--- config.mk ---
export PLATFORM = sky130hd
export DESIGN_NAME = tgpio_unit
export DESIGN_NICKNAME = d
export VERILOG_FILES = /design/src/rtl/tgpio_pkg.sv /design/src/rtl/tgpio_in_qual.sv /design/src/rtl/tgpio_out_sched.sv /design/src/rtl/tgpio_evt_log.sv /design/src/rtl/tgpio_unit.sv
export SDC_FILE = /design/constraint.sdc
export NUM_CORES = 1
export LEC_CHECK = 0
export ABC_AREA = 1
export BUFFER_PORTS_ARGS = -buffer_cell sky130_fd_sc_hd__buf_2
export CORE_MARGIN = 5
export CORE_UTILIZATION = 55
export DETAILED_ROUTE_END_ITERATION = 10
export HOLD_SLACK_MARGIN = 0.1
export PLACE_DENSITY = 0.79
export SKIP_CTS_REPAIR_TIMING = 1
export SYNTH_ARGS = -nofsm -noshare
export SYNTH_HDL_FRONTEND = slang
export SYNTH_HIERARCHICAL = 1
export SYNTH_SLANG_ARGS = --single-unit
--- constraint.sdc ---
create_clock -name clk -period 5.55 [get_ports clk]
set_clock_uncertainty 0.05 [all_clocks]
set_input_delay 0.2775 -clock clk [delete_from_list [all_inputs] [get_ports clk]]
set_output_delay 0.2775 -clock clk [all_outputs]
set_load 0.01 [all_outputs]
--- src/rtl/tgpio_pkg.sv ---
package tgpio_pkg;

    localparam int TIME_W = 64;
    localparam int REG_AW = 6;
    localparam int WORD_W = 32;

    // control word layout: bit0 enable, bit1 direction (1 = drive pin), bit2 periodic
    typedef struct packed {
        logic periodic;
        logic dir_out;
        logic enable;
    } ctrl_t;

    localparam int CTRL_W = $bits(ctrl_t);

    typedef enum logic [2:0] {
        SEL_CTRL = 3'd0,
        SEL_TGT  = 3'd1,
        SEL_INTV = 3'd2,
        SEL_CAP  = 3'd3,
        SEL_SNAP = 3'd4
    } reg_sel_e;

    function automatic logic [WORD_W-1:0] word_pick(input logic [TIME_W-1:0] v,
                                                    input logic hi);
        return hi ? v[TIME_W-1:WORD_W] : v[WORD_W-1:0];
    endfunction

    function automatic logic [TIME_W-1:0] word_merge(input logic [TIME_W-1:0] v,
                                                     input logic [WORD_W-1:0] w,
                                                     input logic hi);
        logic [TIME_W-1:0] r;
        r = v;
        if (hi) r[TIME_W-1:WORD_W] = w;
        else    r[WORD_W-1:0]      = w;
        return r;
    endfunction

endpackage

--- src/rtl/tgpio_in_qual.sv ---
module tgpio_in_qual #(
    parameter int SYNC_STAGES = 2,
    parameter int MIN_HIGH    = 2
) (
    input  logic clk,
    input  logic rst,
    input  logic pin_in,
    input  logic active,
    output logic evt
);
    localparam int RUN_W = $clog2(MIN_HIGH + 1);

    logic [SYNC_STAGES-1:0] sr;
    logic                   lvl;
    logic [RUN_W-1:0]       run;
    logic                   taken;

    generate
        if (SYNC_STAGES == 1) begin : g_one
            always_ff @(posedge clk) begin
                if (rst) sr <= '0;
                else     sr <= pin_in;
            end
        end else begin : g_chain
            always_ff @(posedge clk) begin
                if (rst) sr <= '0;
                else     sr <= {sr[SYNC_STAGES-2:0], pin_in};
            end
        end
    endgenerate

    assign lvl = sr[SYNC_STAGES-1];
    assign evt = active && lvl && !taken && (run >= RUN_W'(MIN_HIGH - 1));

    always_ff @(posedge clk) begin
        if (rst) begin
            run   <= '0;
            taken <= 1'b0;
        end else if (!lvl) begin
            run   <= '0;
            taken <= 1'b0;
        end else begin
            if (run < RUN_W'(MIN_HIGH - 1)) run <= run + 1'b1;
            if (evt) taken <= 1'b1;
        end
    end


    single_evt_chk: assert property (@(posedge clk) disable iff (rst)
        evt |=> !evt);


    evt_needs_high_chk: assert property (@(posedge clk) disable iff (rst)
        evt |-> $past(lvl));

endmodule

--- src/rtl/tgpio_out_sched.sv ---
module tgpio_out_sched
    import tgpio_pkg::*;
#(
    parameter int PULSE_CYC = 2
) (
    input  logic                clk,
    input  logic                rst,
    input  logic                active,
    input  logic                periodic,
    input  logic                clear,
    input  logic                arm_req,
    input  logic                tgt_wr_lo,
    input  logic                tgt_wr_hi,
    input  logic [WORD_W-1:0]   wdata,
    input  logic [TIME_W-1:0]   intv,
    input  logic [TIME_W-1:0]   timer,
    output logic                fire,
    output logic [TIME_W-1:0]   target,
    output logic                pin_out
);
    localparam int PW = $clog2(PULSE_CYC + 1);

    logic          armed;
    logic [PW-1:0] pulse;
    logic          pulse_nz;

    assign fire     = active && armed && (timer == target);
    assign pulse_nz = (pulse != '0);
    assign pin_out  = pulse_nz && active;

    always_ff @(posedge clk) begin
        if (rst)                    armed <= 1'b0;
        else if (clear)             armed <= 1'b0;
        else if (arm_req)           armed <= 1'b1;
        else if (fire && !periodic) armed <= 1'b0;
    end

    always_ff @(posedge clk) begin
        if (rst)                    target <= '0;
        else if (tgt_wr_lo)         target <= word_merge(target, wdata, 1'b0);
        else if (tgt_wr_hi)         target <= word_merge(target, wdata, 1'b1);
        else if (fire && periodic)  target <= target + intv;
    end

    always_ff @(posedge clk) begin
        if (rst || clear || !active) pulse <= '0;
        else if (fire)               pulse <= PW'(PULSE_CYC);
        else if (pulse_nz)           pulse <= pulse - 1'b1;
    end


    periodic_step_chk: assert property (@(posedge clk) disable iff (rst)
        fire && periodic && !tgt_wr_lo && !tgt_wr_hi
        |=> target == $past(target) + $past(intv));


    oneshot_disarm_chk: assert property (@(posedge clk) disable iff (rst)
        fire && !periodic && !arm_req && !clear |=> !armed);


    pulse_hold_chk: assert property (@(posedge clk) disable iff (rst)
        $rose(pin_out) && active && !clear |=> pin_out);


    pulse_drop_chk: assert property (@(posedge clk) disable iff (rst)
        (clear || !active) |=> !pulse_nz);

endmodule

--- src/rtl/tgpio_evt_log.sv ---
module tgpio_evt_log
    import tgpio_pkg::*;
#(
    parameter int CNT_W = 32
) (
    input  logic               clk,
    input  logic               rst,
    input  logic               clear,
    input  logic               evt,
    input  logic               snap_req,
    input  logic [TIME_W-1:0]  timer,
    output logic [TIME_W-1:0]  cap,
    output logic [CNT_W-1:0]   snap
);
    logic [CNT_W-1:0] cnt;

    always_ff @(posedge clk) begin
        if (rst)      cap <= '0;
        else if (evt) cap <= timer;
    end

    always_ff @(posedge clk) begin
        if (rst || clear) cnt <= '0;
        else if (evt)     cnt <= cnt + 1'b1;
    end

    always_ff @(posedge clk) begin
        if (rst)           snap <= '0;
        else if (snap_req) snap <= cnt;
    end


    count_step_chk: assert property (@(posedge clk) disable iff (rst)
        evt && !clear |=> cnt == $past(cnt) + 1'b1);


    count_clear_chk: assert property (@(posedge clk) disable iff (rst)
        clear |=> cnt == '0);


    snap_take_chk: assert property (@(posedge clk) disable iff (rst)
        snap_req |=> snap == $past(cnt));

endmodule

--- src/rtl/tgpio_unit.sv ---
module tgpio_unit
    import tgpio_pkg::*;
#(
    parameter int CNT_W       = 32,
    parameter int SYNC_STAGES = 2,
    parameter int MIN_HIGH    = 2,
    parameter int PULSE_CYC   = 2
) (
    input  logic                clk,
    input  logic                rst,
    input  logic                reg_wr,
    input  logic                reg_rd,
    input  logic [REG_AW-1:0]   reg_addr,
    input  logic [WORD_W-1:0]   reg_wdata,
    output logic [WORD_W-1:0]   reg_rdata,
    input  logic [TIME_W-1:0]   timer,
    input  logic                pin_in,
    output logic                pin_out,
    output logic                pin_oe
);
    ctrl_t             ctrl;
    logic [TIME_W-1:0] intv;
    logic [TIME_W-1:0] target;
    logic [TIME_W-1:0] cap;
    logic [CNT_W-1:0]  snap;
    reg_sel_e          sel;
    logic              hi;
    logic              ctrl_wr, clear, arm_req;
    logic              tgt_wr_lo, tgt_wr_hi;
    logic              snap_req, in_evt, fire;
    logic              out_active, in_active;
    logic [WORD_W-1:0] rd_mux;
    logic              unused_bits;

    assign sel         = reg_sel_e'(reg_addr[5:3]);
    assign hi          = reg_addr[2];
    assign unused_bits = ^reg_addr[1:0];

    assign ctrl_wr   = reg_wr && (sel == SEL_CTRL) && !hi;
    assign clear     = ctrl_wr && !reg_wdata[0];
    assign tgt_wr_lo = reg_wr && (sel == SEL_TGT) && !hi;
    assign tgt_wr_hi = reg_wr && (sel == SEL_TGT) && hi;
    assign arm_req   = (ctrl_wr && reg_wdata[0]) || tgt_wr_hi;
    assign snap_req  = reg_rd && (sel == SEL_CAP) && !hi;

    assign out_active = ctrl.enable && ctrl.dir_out;
    assign in_active  = ctrl.enable && !ctrl.dir_out;
    assign pin_oe     = out_active;

    always_ff @(posedge clk) begin
        if (rst)          ctrl <= '0;
        else if (ctrl_wr) ctrl <= ctrl_t'(reg_wdata[CTRL_W-1:0]);
    end

    always_ff @(posedge clk) begin
        if (rst) intv <= '0;
        else if (reg_wr && (sel == SEL_INTV)) intv <= word_merge(intv, reg_wdata, hi);
    end

    tgpio_in_qual #(
        .SYNC_STAGES (SYNC_STAGES),
        .MIN_HIGH    (MIN_HIGH)
    ) u_in (
        .clk    (clk),
        .rst    (rst),
        .pin_in (pin_in),
        .active (in_active),
        .evt    (in_evt)
    );

    tgpio_out_sched #(
        .PULSE_CYC (PULSE_CYC)
    ) u_out (
        .clk       (clk),
        .rst       (rst),
        .active    (out_active),
        .periodic  (ctrl.periodic),
        .clear     (clear),
        .arm_req   (arm_req),
        .tgt_wr_lo (tgt_wr_lo),
        .tgt_wr_hi (tgt_wr_hi),
        .wdata     (reg_wdata),
        .intv      (intv),
        .timer     (timer),
        .fire      (fire),
        .target    (target),
        .pin_out   (pin_out)
    );

    tgpio_evt_log #(
        .CNT_W (CNT_W)
    ) u_log (
        .clk      (clk),
        .rst      (rst),
        .clear    (clear),
        .evt      (in_evt || fire),
        .snap_req (snap_req),
        .timer    (timer),
        .cap      (cap),
        .snap     (snap)
    );

    always_comb begin
        case (sel)
            SEL_CTRL: rd_mux = hi ? '0 : WORD_W'(ctrl);
            SEL_TGT:  rd_mux = word_pick(target, hi);
            SEL_INTV: rd_mux = word_pick(intv, hi);
            SEL_CAP:  rd_mux = word_pick(cap, hi);
            SEL_SNAP: rd_mux = word_pick(TIME_W'(snap), hi);
            default:  rd_mux = '0;
        endcase
    end

    always_ff @(posedge clk) begin
        if (rst || !reg_rd) reg_rdata <= '0;
        else                reg_rdata <= rd_mux;
    end


    modes_exclusive_chk: assert property (@(posedge clk) disable iff (rst)
        !(in_evt && fire));


    oe_follows_mode_chk: assert property (@(posedge clk) disable iff (rst)
        pin_out |-> pin_oe);

endmodule

==> flow_metrics.py <==
metrics = {
    "status": {
        "outcome": "completed",
    },
    "floorplanning": {
        "die_w_microns": 206.4,
        "ios": 141,
        "coreArea_sq_um": 38380,
        "start_util": 0.5526,
        "die_area_sq_um": 42580,
        "rows": 72,
        "die_h_microns": 206.4,
    },
    "worst_setup_path": {
        "crit_chain": "inv_1 > nand2_1 > nand2_1 > nor4_1 > nand2_1 > nor4_1 > nand4_1 > nor2_1 > or2_2 > inv_2 > nor2_4 > nand2_1 > nor2_2 > nand3_1 > nand2_1 > nor2_1",
        "worst-path-max-fanout": 29,
        "crit_type": "flip-flop to flip-flop",
        "worst_setup_path_end_kind": "flip-flop",
        "slowest_delay_ns": 0.50,
        "required_ns": 5.90,
        "crit_arrival_ns": 4.34,
        "slowest_stage": "dfxtp_1",
        "path_delay_family": "simple AND/OR/NAND/NOR gates",
        "crit_buf_inv": 2,
        "cpMostUsedCell": "nand2_1",
        "cp-start-kind": "flip-flop",
    },
    "sta": {
        "fmax_mhz": 250.9,
        "setup_viol": 0,
        "fin_crit_sh": 0.7180,
        "slew_headroom": 0.3154,
        "post-route-min-period_ns": 3.985,
        "final-max-slew-violation-count": 0,
        "setup_ws_ns": 1.565,
        "setup_tns_ns": 0,
        "finalHoldViolCount": 0,
        "tightest_slew_ns": 1.023,
        "rsz0062_at_grt": "false",
    },
    "clock_tree": {
        "worst_skew_pair.late_latency_ns": 0.55,
        "clock_path_buffers": 3,
        "root_buffer": "clkbuf_16",
        "cts.clk_slew.worst_paths_ns": 0.06,
        "cts_made_buffers": 36,
        "cts_tree": "done",
        "cts_max_level": 2,
        "numClockSinks": 299,
    },
    "routing": {
        "post-route-drc-count": 0,
        "drt_iter0_drc": 3128,
        "wl_per_cell_microns": 19.41,
        "drt-total-wl_microns": 87170,
        "antenna_left": 0,
        "viasPerCell": 5.511,
        "vias": 24750,
        "drtPass1Iterations": 6,
    },
    "placement": {
        "gp_congestion": 1.058,
        "place_ws_ns": 1.708,
        "io_buffers": 138,
        "dp_hpwl_microns": 65020,
    },
    "power_and_ir_drop": {
        "peakVddDrop_mv": 0.2671,
        "p_leak_nw": 12.58,
        "power_density_nw_per_um2": 201.7,
    },
    "yosys": {
        "synth_edf_count": 0,
        "synth_cell_types": 45,
        "synthesis.nets": 3969,
        "ys_top_cells_by_area": "dfxtp_1 (28%), nand2_1 (25%), nor2_1 (11%), inv_1 (8.5%), o21ai_0 (4.9%)",
        "syn_inst": 3795,
        "avgSynthCellArea_sq_um": 5.588,
        "ys_warn_count": 6,
        "synth_top_area_frac": 0.2823,
        "synthArstFlopShare": 0,
        "synth_area_leader_cell": "dfxtp_1",
        "synthesis.area_sq_um": 21210,
        "yosys_most_used_dff": "dfxtp_1",
        "yosysSeqAreaShare": 0.2823,
        "synth_seq_cells": 299,
    },
    "min_path": {
        "min_path_type": "input pin to flip-flop",
    },
    "run": {
        "cap_viol_max_count": 0,
    },
    "grt": {
        "overflow": 0,
        "grt_pass1_wl_microns": 125400,
        "grt_max_degree": 85,
        "grt_pass1_vias": 21120,
        "grt.total_usage": 0.3868,
        "antenna_found_initial": 2,
    },
    "cells_and_area": {
        "fill_cells": 3811,
        "postLayoutCoreUtil": 0.6279,
        "area_delta_synth_final_pct": 13.63,
        "nNetsFinal": 4127,
        "final_cell_mix": "nand2_1 (1414), nor2_1 (609), inv_1 (479)",
        "drive_gt1_frac": 0.07024,
        "layout_commonest_cell": "nand2_1",
    },
}
-- per-stage QoR --
| stage | instances | cell area [sq um] | total power, mW | hold WS (ns) |
|---|---|---|---|---|
| after floorplan | 3795 | 21210 | 2.422 | 0.2987 |
| after global placement | 4339 | 22060 | 2.580 | 0.3495 |
| after detailed placement | 4339 | 22060 | 2.583 | 0.3484 |
| after CTS | 4396 | 23150 | 4.812 | -0.08852 |
| after global routing | 4491 | 24100 | 4.983 | 0.1071 |
| final | 4491 | 24100 | 4.859 | 0.09574 |
-- final cells by class --
type,instances,area [sq um],share of cell area
clock buffer,51,1059,0.04393
multi-input combinational,2870,12720,0.5280
tap,518,648.1,0.02690
sequential,299,5986,0.2484
timing repair buffer,253,1792,0.07436
antenna,1,2.502,0.0001039
clock inverter,6,33.78,0.001402
inverter,493,1853,0.07690
-- final timing paths --
| path | from | cells past startpoint | slack, ns | end |
|---|---|---|---|---|
| hold / removal | reg_wdata[0] | 3 | 0.1 | intv[0]$_SDFFE_PP0P_ |
| hold reg to reg | u_in/sr[0]$_SDFF_PP0_ | 2 | 0.36 | u_in/sr[1]$_SDFF_PP0_ |
| setup / recovery | u_out/target[59]$_SDFFE_PP0P_ | 16 | 1.56 | u_log/cnt[14]$_SDFFE_PP0P_ |
| setup reg to reg | u_out/target[59]$_SDFFE_PP0P_ | 16 | 1.56 | u_log/cnt[14]$_SDFFE_PP0P_ |
-- cells by family (layout without fill, tap and decap cells) --
kind of cell | count (synthesis) | after routing | share of synthesized area
AOI/OAI and AO/OA | 420 | 420 | 0.1022
xor gates and xnor gates | 9 | 9 | 0.003717
adders and majority gates | 67 | 67 | 0.03989
buffers and inverters | 626 | 803 | 0.1181
DFF | 299 | 299 | 0.2823
other | 0 | 1 | 0
and+or+nand+nor | 2374 | 2374 | 0.4538
-- cell usage after synthesis, types with 2 or more instances --
cell / instances
a21oi_2: 2
buf_4: 9
nor3b_1: 2
nand3b_1: 2
nand2_2: 6
and2_1: 4
nand2_4: 3
o21a_1: 5
ha_1: 66
xnor2_1: 6
clkbuf_2: 2
or2_2: 10
and3_1: 4
nor2_1: 612
nand3_1: 182
nand4_1: 70
o21bai_1: 8
inv_1: 481
nand3_2: 4
xor2_1: 3
o22ai_1: 3
buf_6: 8
nand2_1: 1414
o21ai_1: 13
nor2_4: 5
buf_2: 47
nor2_2: 19
a21oi_1: 176
buf_1: 6
o21ai_0: 209
clkbuf_1: 61
nor4_1: 7
inv_2: 11
nor3_1: 26
dfxtp_1: 299
-- sequential cells by signal (all words and copies together), names as in the netlist --
| signal | cells |
|---|---|
| reg_rdata | 32 |
| u_out/target | 64 |
| u_log/snap | 32 |
| u_out/armed | 1 |
| u_in/run | 2 |
| u_in/sr | 2 |
| ctrl | 3 |
| u_log/cap | 64 |
| intv | 64 |
| u_out/pulse | 2 |
| u_log/cnt | 32 |
| u_in/taken | 1 |
-- power breakdown --
group          switching (mW)  leakage (nW)  internal (mW)  total (mW)
Clock                   0.937         0.544           1.32        2.25
Combinational           0.285          9.63          0.140       0.425
Sequential             0.0166          2.41           2.17        2.18
-- per-layer routing --
layer | wire (microns) | share of wire | up-vias | global-route usage
met1 | 35630 | 0.41 | 10920 | 0.5405
met3 | 10450 | 0.12 | 248 | 0.07830
met5 | 9 | 0.00010 | - | 0
met4 | 4970 | 0.057 | 2 | 0.1920
met2 | 36110 | 0.41 | 1535 | 0.5667
li1 | - | - | 12040 | -
-- worst reg2reg max path: stages (launching register included) --
cell	delay, ns
dfxtp_1	0.50
inv_1	0.08
nand2_1	0.21
nand2_1	0.09
nor4_1	0.49
nand2_1	0.11
nor4_1	0.33
nand4_1	0.13
nor2_1	0.11
or2_2	0.50
inv_2	0.45
nor2_4	0.25
nand2_1	0.12
nor2_2	0.22
nand3_1	0.10
nand2_1	0.08
nor2_1	0.04
Power figures use the tool's default switching activity.
